$ cat config.mk
export PLATFORM = sky130hd
export DESIGN_NAME = hri_regif
export DESIGN_NICKNAME = d
export VERILOG_FILES = /design/src/rtl/hri_pkg.sv /design/src/rtl/hri_seq.sv /design/src/rtl/hri_itable.sv /design/src/rtl/hri_coord_bank.sv /design/src/rtl/hri_regif.sv
export SDC_FILE = /design/constraint.sdc
export NUM_CORES = 2
export LEC_CHECK = 0
export BUFFER_PORTS_ARGS = -buffer_cell sky130_fd_sc_hd__buf_2
export CAP_MARGIN = 20
export CORE_ASPECT_RATIO = 0.9
export CORE_UTILIZATION = 55
export DETAILED_ROUTE_END_ITERATION = 10
export PLACE_DENSITY = 0.71
export SLEW_MARGIN = 20
export SYNTH_ARGS = -nofsm -noshare
export SYNTH_HDL_FRONTEND = slang
export SYNTH_SLANG_ARGS = --single-unit
$ cat constraint.sdc
create_clock -name clk -period 4.3 [get_ports clk]
set_clock_uncertainty 0.15 [all_clocks]
set_input_delay 0.86 -clock clk [delete_from_list [all_inputs] [get_ports clk]]
set_output_delay 0.86 -clock clk [all_outputs]
set_load 0.02 [all_outputs]
$ cat src/rtl/hri_pkg.sv
package hri_pkg;
  localparam logic [7:0] ADR_PLL    = 8'h04;
  localparam logic [7:0] ADR_RFL    = 8'h18;
  localparam logic [7:0] ADR_RFH    = 8'h1A;
  localparam logic [7:0] ADR_FIDX   = 8'h58;
  localparam logic [7:0] ADR_FDAT   = 8'h5A;
  localparam logic [7:0] ADR_PIX    = 8'h90;
  localparam logic [7:0] ADR_GIDX   = 8'hB6;
  localparam logic [7:0] ADR_GDAT   = 8'hB8;
  localparam logic [7:0] ADR_IRQ    = 8'hF6;
  localparam logic [7:0] WIN_BASE   = 8'h6C;
  localparam int         NUM_COORD  = 8;
  localparam int         COORD_W    = 10;
  localparam int         NUM_SIMPLE = 7;
  localparam int         RFR_W      = 12;
  localparam logic [RFR_W-1:0] RFR_RESET = 12'h25C;

  function automatic logic [7:0] simple_addr(input int i);
    case (i)
      0: return 8'h28;
      1: return 8'h42;
      2: return 8'h56;
      3: return 8'h68;
      4: return 8'hB4;
      5: return 8'hE6;
      default: return 8'hF8;
    endcase
  endfunction

  function automatic logic [7:0] simple_mask(input int i);
    case (i)
      0: return 8'hFF;
      1: return 8'hBD;
      2: return 8'hBF;
      3: return 8'hB7;
      4: return 8'h87;
      5: return 8'h83;
      default: return 8'hFF;
    endcase
  endfunction

  function automatic logic [7:0] simple_reset(input int i);
    case (i)
      0: return 8'h74;
      1: return 8'h01;
      2: return 8'h80;
      6: return 8'hFF;
      default: return 8'h00;
    endcase
  endfunction

  function automatic logic is_stream(input logic [7:0] a);
    return (a == ADR_PIX) || (a == ADR_FDAT) || (a == ADR_GDAT);
  endfunction

  function automatic logic in_window(input logic [7:0] a);
    return (a >= WIN_BASE) && (a <= WIN_BASE + 8'(4 * NUM_COORD - 2)) && !a[0];
  endfunction
endpackage

$ cat src/rtl/hri_seq.sv
module hri_seq #(
  parameter int SKIP_COUNT = 2
) (
  input  logic       clk,
  input  logic       rst_n,
  input  logic       acc,
  input  logic       is_cmd,
  input  logic       is_wr,
  input  logic [7:0] wbyte,
  output logic       live,
  output logic [7:0] addr
);
  localparam int CW = $clog2(SKIP_COUNT + 2);

  logic [CW-1:0] skip_q;

  assign live = acc && (skip_q == '0);

  always_ff @(posedge clk) begin
    if (!rst_n) begin
      skip_q <= CW'(SKIP_COUNT);
    end else if (acc && skip_q != '0) begin
      skip_q <= skip_q - 1'b1;
    end
  end

  always_ff @(posedge clk) begin
    if (!rst_n) begin
      addr <= 8'h00;
    end else if (live && is_cmd && is_wr) begin
      addr <= wbyte;
    end else if (live && !is_cmd && !hri_pkg::is_stream(addr)) begin
      addr <= addr + 8'd2;
    end
  end
endmodule

$ cat src/rtl/hri_itable.sv
module hri_itable #(
  parameter int DEPTH    = 32,
  parameter bit SATURATE = 1'b1
) (
  input  logic       clk,
  input  logic       rst_n,
  input  logic       idx_wr,
  input  logic       data_acc,
  input  logic       data_wr,
  input  logic [7:0] wbyte,
  output logic [7:0] idx_rd,
  output logic [7:0] data_rd
);
  localparam int AW = $clog2(DEPTH);
  localparam int IW = SATURATE ? AW + 1 : AW;

  logic [IW-1:0] idx;
  logic [AW-1:0] slot;
  logic          in_range;
  logic [7:0]    mem [DEPTH];

  generate
    if (SATURATE) begin : g_sat
      assign in_range = (idx < IW'(DEPTH));
    end else begin : g_wrap
      assign in_range = 1'b1;
    end
  endgenerate

  assign slot = idx[AW-1:0];

  always_ff @(posedge clk) begin
    if (!rst_n) begin
      idx <= '0;
    end else if (idx_wr) begin
      idx <= IW'(wbyte[AW-1:0]);
    end else if (data_acc && in_range) begin
      idx <= idx + 1'b1;
    end
  end

  always_ff @(posedge clk) begin
    if (data_acc && data_wr && in_range) begin
      mem[slot] <= wbyte;
    end
  end

  assign idx_rd  = 8'(idx);
  assign data_rd = in_range ? mem[slot] : 8'h00;
endmodule

$ cat src/rtl/hri_coord_bank.sv
module hri_coord_bank #(
  parameter int         NUM  = 8,
  parameter int         W    = 10,
  parameter logic [7:0] BASE = 8'h6C
) (
  input  logic           clk,
  input  logic           rst_n,
  input  logic           wr,
  input  logic [7:0]     addr,
  input  logic [7:0]     wbyte,
  output logic [NUM*W-1:0] coords
);
  generate
    for (genvar k = 0; k < NUM; k++) begin : g_coord
      localparam logic [7:0] LO = BASE + 8'(4 * k);
      localparam logic [7:0] HI = LO + 8'd2;
      logic [W-1:0] val;
      always_ff @(posedge clk) begin
        if (!rst_n) begin
          val <= '0;
        end else if (wr && addr == LO) begin
          val[7:0] <= wbyte;
        end else if (wr && addr == HI) begin
          val[W-1:8] <= wbyte[W-9:0];
        end
      end
      assign coords[k*W +: W] = val;
    end
  endgenerate
endmodule

$ cat src/rtl/hri_regif.sv
module hri_regif #(
  parameter int SKIP_COUNT = 2
) (
  input  logic        clk,
  input  logic        rst_n,
  input  logic        req_valid,
  output logic        req_ready,
  input  logic        req_cmd,
  input  logic        req_write,
  input  logic [15:0] req_data,
  output logic        rsp_valid,
  input  logic        rsp_ready,
  output logic [15:0] rsp_data,
  output logic        pix_valid,
  input  logic        pix_ready,
  output logic [15:0] pix_data,
  input  logic [7:0]  gpio_event,
  output logic        irq
);
  import hri_pkg::*;

  localparam int KW = $clog2(NUM_COORD);

  logic       acc, live, dwr, dacc;
  logic [7:0] addr, wbyte, rd_byte;
  logic [7:0] fidx_rd, fdat_rd, gidx_rd, gdat_rd;
  logic [NUM_COORD*COORD_W-1:0] coords;
  logic [COORD_W-1:0] win_val;
  logic [KW-1:0]      win_k;
  logic [7:0]         win_off;
  logic [6:0]         pll_q;
  logic [RFR_W-1:0]   rfr_q;
  logic [7:0]         irq_q;
  logic [7:0]         simple_q [NUM_SIMPLE];

  assign req_ready = !rsp_valid && !pix_valid;
  assign acc       = req_valid && req_ready;
  assign wbyte     = req_data[7:0];
  assign dacc      = live && !req_cmd;
  assign dwr       = dacc && req_write;

  hri_seq #(.SKIP_COUNT(SKIP_COUNT)) u_seq (
    .clk(clk), .rst_n(rst_n), .acc(acc), .is_cmd(req_cmd),
    .is_wr(req_write), .wbyte(wbyte), .live(live), .addr(addr)
  );

  hri_itable #(.DEPTH(32), .SATURATE(1'b1)) u_coef (
    .clk(clk), .rst_n(rst_n),
    .idx_wr(dwr && addr == ADR_FIDX),
    .data_acc(dacc && addr == ADR_FDAT),
    .data_wr(req_write), .wbyte(wbyte),
    .idx_rd(fidx_rd), .data_rd(fdat_rd)
  );

  hri_itable #(.DEPTH(256), .SATURATE(1'b0)) u_gamma (
    .clk(clk), .rst_n(rst_n),
    .idx_wr(dwr && addr == ADR_GIDX),
    .data_acc(dacc && addr == ADR_GDAT),
    .data_wr(req_write), .wbyte(wbyte),
    .idx_rd(gidx_rd), .data_rd(gdat_rd)
  );

  hri_coord_bank #(.NUM(NUM_COORD), .W(COORD_W), .BASE(WIN_BASE)) u_win (
    .clk(clk), .rst_n(rst_n), .wr(dwr), .addr(addr), .wbyte(wbyte),
    .coords(coords)
  );

  // masked plain registers
  always_ff @(posedge clk) begin
    for (int i = 0; i < NUM_SIMPLE; i++) begin
      if (!rst_n) begin
        simple_q[i] <= simple_reset(i);
      end else if (dwr && addr == simple_addr(i)) begin
        simple_q[i] <= wbyte & simple_mask(i);
      end
    end
  end

  // divider with offset-of-one storage, refresh interval split in two
  always_ff @(posedge clk) begin
    if (!rst_n) begin
      pll_q <= 7'd1;
      rfr_q <= RFR_RESET;
    end else if (dwr) begin
      if (addr == ADR_PLL) pll_q <= {1'b0, wbyte[5:0]} + 7'd1;
      if (addr == ADR_RFL) rfr_q[7:0] <= wbyte;
      if (addr == ADR_RFH) rfr_q[RFR_W-1:8] <= wbyte[RFR_W-9:0];
    end
  end

  // sticky event flags, cleared by AND write
  always_ff @(posedge clk) begin
    if (!rst_n) begin
      irq_q <= 8'h00;
    end else begin
      irq_q <= ((dwr && addr == ADR_IRQ) ? (irq_q & wbyte) : irq_q) | gpio_event;
    end
  end
  assign irq = |irq_q;

  assign win_off = addr - WIN_BASE;
  assign win_k   = win_off[KW+1:2];
  assign win_val = coords[win_k*COORD_W +: COORD_W];

  always_comb begin
    rd_byte = 8'h00;
    if (in_window(addr)) begin
      rd_byte = addr[1] ? 8'(win_val >> 8) : win_val[7:0];
    end else begin
      case (addr)
        ADR_PLL:  rd_byte = {1'b1, 7'(pll_q - 7'd1)};
        ADR_RFL:  rd_byte = rfr_q[7:0];
        ADR_RFH:  rd_byte = 8'(rfr_q >> 8);
        ADR_FIDX: rd_byte = fidx_rd;
        ADR_FDAT: rd_byte = fdat_rd;
        ADR_GIDX: rd_byte = gidx_rd;
        ADR_GDAT: rd_byte = gdat_rd;
        ADR_IRQ:  rd_byte = irq_q;
        default:  rd_byte = 8'h00;
      endcase
      for (int i = 0; i < NUM_SIMPLE; i++) begin
        if (addr == simple_addr(i)) rd_byte = simple_q[i];
      end
    end
  end

  // read response channel
  always_ff @(posedge clk) begin
    if (!rst_n) begin
      rsp_valid <= 1'b0;
      rsp_data  <= 16'h0000;
    end else if (acc && !req_write) begin
      rsp_valid <= 1'b1;
      if (!live)        rsp_data <= 16'h0000;
      else if (req_cmd) rsp_data <= {8'h00, addr};
      else              rsp_data <= {8'h00, rd_byte};
    end else if (rsp_ready) begin
      rsp_valid <= 1'b0;
    end
  end

  // display-data stream
  always_ff @(posedge clk) begin
    if (!rst_n) begin
      pix_valid <= 1'b0;
      pix_data  <= 16'h0000;
    end else if (dwr && addr == ADR_PIX) begin
      pix_valid <= 1'b1;
      pix_data  <= req_data;
    end else if (pix_ready) begin
      pix_valid <= 1'b0;
    end
  end
endmodule

==> impl_metrics.yaml <==
finish:
  areaGrowthSynthToFinish_pct: 14.1
  final_area_sq_um: 113000
  register_area_sq_um: 73900
  post-route-util_pct: 63.4
  nNetsFinal: 5544
  drive_above_1_share_pct: 28.8
  fillCellCount: 11900
  multi_input_area_sq_um: 23900
synth:
  async_flop_share_pct: 0
  synth-main-ff-cell: "edfxtp_1"
  ys_ff_latch: 2516
  synth-simple-area-share_pct: 4.06
  synth_mux_area_share_pct: 16.7
  synthXorXnorAreaFrac_pct: 0.194
  synth_top_family_by_area: "multiplexers"
  synth.avg_cell_area_sq_um: 19.8
  synthAdderAreaFrac_pct: 0.214
  synth_area_sq_um: 99400
  synth_seq_area_share_pct: 74.3
  yosysWarnings: 0
  synth-compound-area-share_pct: 2.73
  yosys.cell_types.count: 78
  synth_edf_count: 2346
  syn_inst: 5010
floorplan:
  rows: 147
  die_y_microns: 405
  core_sq_um: 179000
  die_area_sq_um: 182000
  fp.dieW_microns: 450
  start_util_pct: 55.5
  io_pins: 67
global_route:
  grt.total_usage_pct: 29.4
  gr-total-overflow: 0
  first_global_vias: 52300
  grt_start_max_net_pins: 134
  grt_pass1_wl_microns: 382000
  antenna_found_initial: 6
worst_setup_path:
  cp_data_required_time_ns: 4.91
  crit_slowest_cell: "a211oi_2"
  worst_ep_arrival_time_ns: 4.83
  start_kind: "register"
  crit_type: "register to register"
  reg2regPathDepth: 9
  cp-end-kind: "register"
  slowest_delay_ns: 0.62
  path_cells: "buf_12 > buf_4 > mux4_2 > mux4_2 > a22o_1 > a211oi_2 > a21oi_1 > nand3_1 > a21oi_1"
  cp_max_fo: 26
timing:
  setup_viol: 0
  post-route-min-period_ns: 4.22
  rsz0062_at_grt: "no"
  worst_slew_pin_slew_ns: 1.10
  slew_violations: 0
  fin_tns_setup_ns: 0
  finalHoldViolCount: 0
  post-route-period-util_pct: 98.1
  slew_headroom_pct: 26.9
  fmax_ghz: 0.237
route:
  ant_nets: 0
  post_drt_wl_per_cell_microns: 33.0
  drt_iter0_markers: 8446
  vias: 53700
  wirelength_microns: 267000
  routed_via_density: 6.64
  drtPass1Iterations: 9
  route.detailed.drc: 0
clock_network:
  numCtsBuffers: 233
  cts_buffer_depth: 3
  clk_latency_ns: 0.88
  cts_htree_levels: 4
  cts_root_buf: "clkbuf_16"
  cts_setup_buffers: 0
  cts.sinks: 2516
  cts_tree: "yes"
  path_clk_slew_ns: 0.07
power:
  power_frac_seq_pct: 55.3
  comb_power_share_pct: 1.4
  switching_share_pct: 20.2
  power_frac_clock_pct: 43.3
  p_leak_nw: 35.4
  ir_drop_mv: 0.421
  power_switching_mw: 9.79
  power.density_nw_per_um2: 427
  p_int_mw: 38.6
worst_hold_path:
  whs_path_depth: 3
  worst_hold_path_type: "input port to register"
  hp-start: "req_data[8]"
placed_design:
  dp_hpwl_microns: 168000
  placed_cell_area_sq_um: 106000
  gp_congestion: 0.982
  io_buffers: 58
status:
  status: "completed"
job:
  maxCapViolCount: 0
## area by class of cell
class                           instances  share of cell area [%]
Sequential cell                      2516                    65.1
Antenna cell                            2                 0.00441
Clock inverter                        153                    1.46
Clock buffer                          286                    5.42
Multi-Input combinational cell       2154                    21.0
Timing Repair Buffer                  561                    4.19
Tap cell                             2384                    2.63
Inverter                               30                   0.106
## logic make-up (layout without fill, tap and decap cells)
kind of cell | Yosys count | after routing
buf+inv | 347 | 1030
compound gates | 405 | 405
fa+ha+maj | 17 | 17
other cells | 1 | 10
xor+xnor | 22 | 22
simple gates | 893 | 893
mux | 809 | 809
flops | 2516 | 2516
## sequential cells by signal, indices dropped and copies added (netlist names), 7 cells and up, named ones only
| register | flops |
|---|---|
| irq_q | 8 |
| pix_data | 16 |
| pll_q | 7 |
| rfr_q | 12 |
| rsp_data | 8 |
| simple_q | 42 |
| u_coef.mem | 256 |
| u_gamma.idx_rd | 8 |
| u_gamma.mem | 2048 |
| u_seq.addr | 8 |
| u_win.g_coord.val | 80 |
## power by group through the flow
stage | combinational (mW) | sequential (mW) | clock [mW]
3_3_place_gp | 0.634 | 27.3 | 0
6_report | 0.664 | 26.8 | 21.0
3_5_place_dp | 0.661 | 27.3 | 0
4_1_cts | 0.663 | 26.8 | 21.2
5_1_grt | 0.703 | 26.7 | 22.0
2_1_floorplan | 0.132 | 27.3 | 0
## cells in the mapped netlist (13+ instances only)
| library cell | number | share of area (%) |
|---|---|---|
| ha_1 | 17 | 0.21 |
| mux2_2 | 17 | 0.19 |
| mux2i_1 | 112 | 1.1 |
| edfxtp_1 | 2346 | 71 |
| a221oi_1 | 16 | 0.14 |
| nor4_1 | 17 | 0.11 |
| nor2_1 | 455 | 1.7 |
| o22ai_1 | 13 | 0.082 |
| o21ai_0 | 61 | 0.31 |
| a211oi_1 | 27 | 0.20 |
| nor3_1 | 22 | 0.11 |
| nand2_1 | 168 | 0.63 |
| clkbuf_1 | 166 | 0.63 |
| a22oi_1 | 86 | 0.65 |
| nand3_1 | 66 | 0.33 |
| xor2_1 | 15 | 0.13 |
| buf_1 | 21 | 0.079 |
| nand4_1 | 19 | 0.12 |
| or3_1 | 24 | 0.15 |
| nand2b_1 | 14 | 0.088 |
| a21oi_1 | 116 | 0.58 |
| nor2b_1 | 21 | 0.13 |
| nand3b_1 | 13 | 0.098 |
| inv_1 | 28 | 0.11 |
| buf_6 | 30 | 0.34 |
| and2_1 | 34 | 0.21 |
| dfxtp_1 | 170 | 3.4 |
| mux4_2 | 680 | 15 |
| buf_2 | 65 | 0.33 |
| buf_4 | 33 | 0.25 |
## per-layer routing
metal / global-route usage [%] / vias up / share of wire, %
met5: 0 / - / 0.013
met4: 9.66 / 4 / 3.5
met3: 7.39 / 500 / 12
met2: 43.9 / 3598 / 46
met1: 42.9 / 28000 / 39
li1: - / 21500 / -
## layout by cell type, fill, tap and decap left out, types with 9 or more instances in the layout
cell        count
a211oi_1       26
a21oi_1       116
a221oi_1       16
a22oi_1        86
and2_1         33
buf_12         47
buf_2          50
buf_4         450
bufinv_16      25
clkbuf_1       42
clkbuf_16     234
clkbuf_8       10
clkinv_1       47
clkinv_2       47
clkinvlp_4     11
dfxtp_1       162
edfxtp_1     2346
ha_1           17
inv_1          28
mux2_2         17
mux2i_1       112
mux4_2        680
nand2_1       168
nand2b_1       14
nand3_1        66
nand3b_1       13
nand4_1        19
nor2_1        453
nor2b_1        17
nor3_1         21
nor4_1         16
o211ai_1        9
o21ai_0        61
o22ai_1        13
or3_1          24
xor2_1         15
## final timing paths
path                             endpoint  slack (ns)
setup / recovery              rsp_data[4]        0.08
hold reg to reg   u_win.g_coord[0].val[6]        0.30
hold / removal                pix_data[8]        0.07
setup reg to reg              rsp_data[4]        0.08
## per-stage QoR
stage | total power, mW | std cells | hold slack, ns | worst slack (ns)
2_1_floorplan | 27.4 | 5017 | 0.279 | 0.611
3_3_place_gp | 27.9 | 7639 | 0.286 | 0.0729
3_5_place_dp | 27.9 | 7639 | 0.294 | -0.00540
4_1_cts | 48.6 | 8084 | 0.0111 | 0.00653
5_1_grt | 49.5 | 8084 | 0.0479 | 0.143
6_report | 48.4 | 8086 | 0.0694 | 0.0804
## timing repair
item,in CTS,in global routing
endpoints found under the hold margin,6,0
endpoints found under the setup margin,0,1
hold buffers,6,0
gates resized for setup,0,1
## worst max-delay path, delay by kind of cell (launching register included)
| kind | cells | cell delay (ns) |
|---|---|---|
| mux | 2 | 1.12 |
| compound gates | 4 | 1.32 |
| flops | 1 | 0.55 |
| buf+inv | 2 | 0.52 |
| simple gates | 1 | 0.37 |
Note: power is estimated with default switching activity, not from simulation.
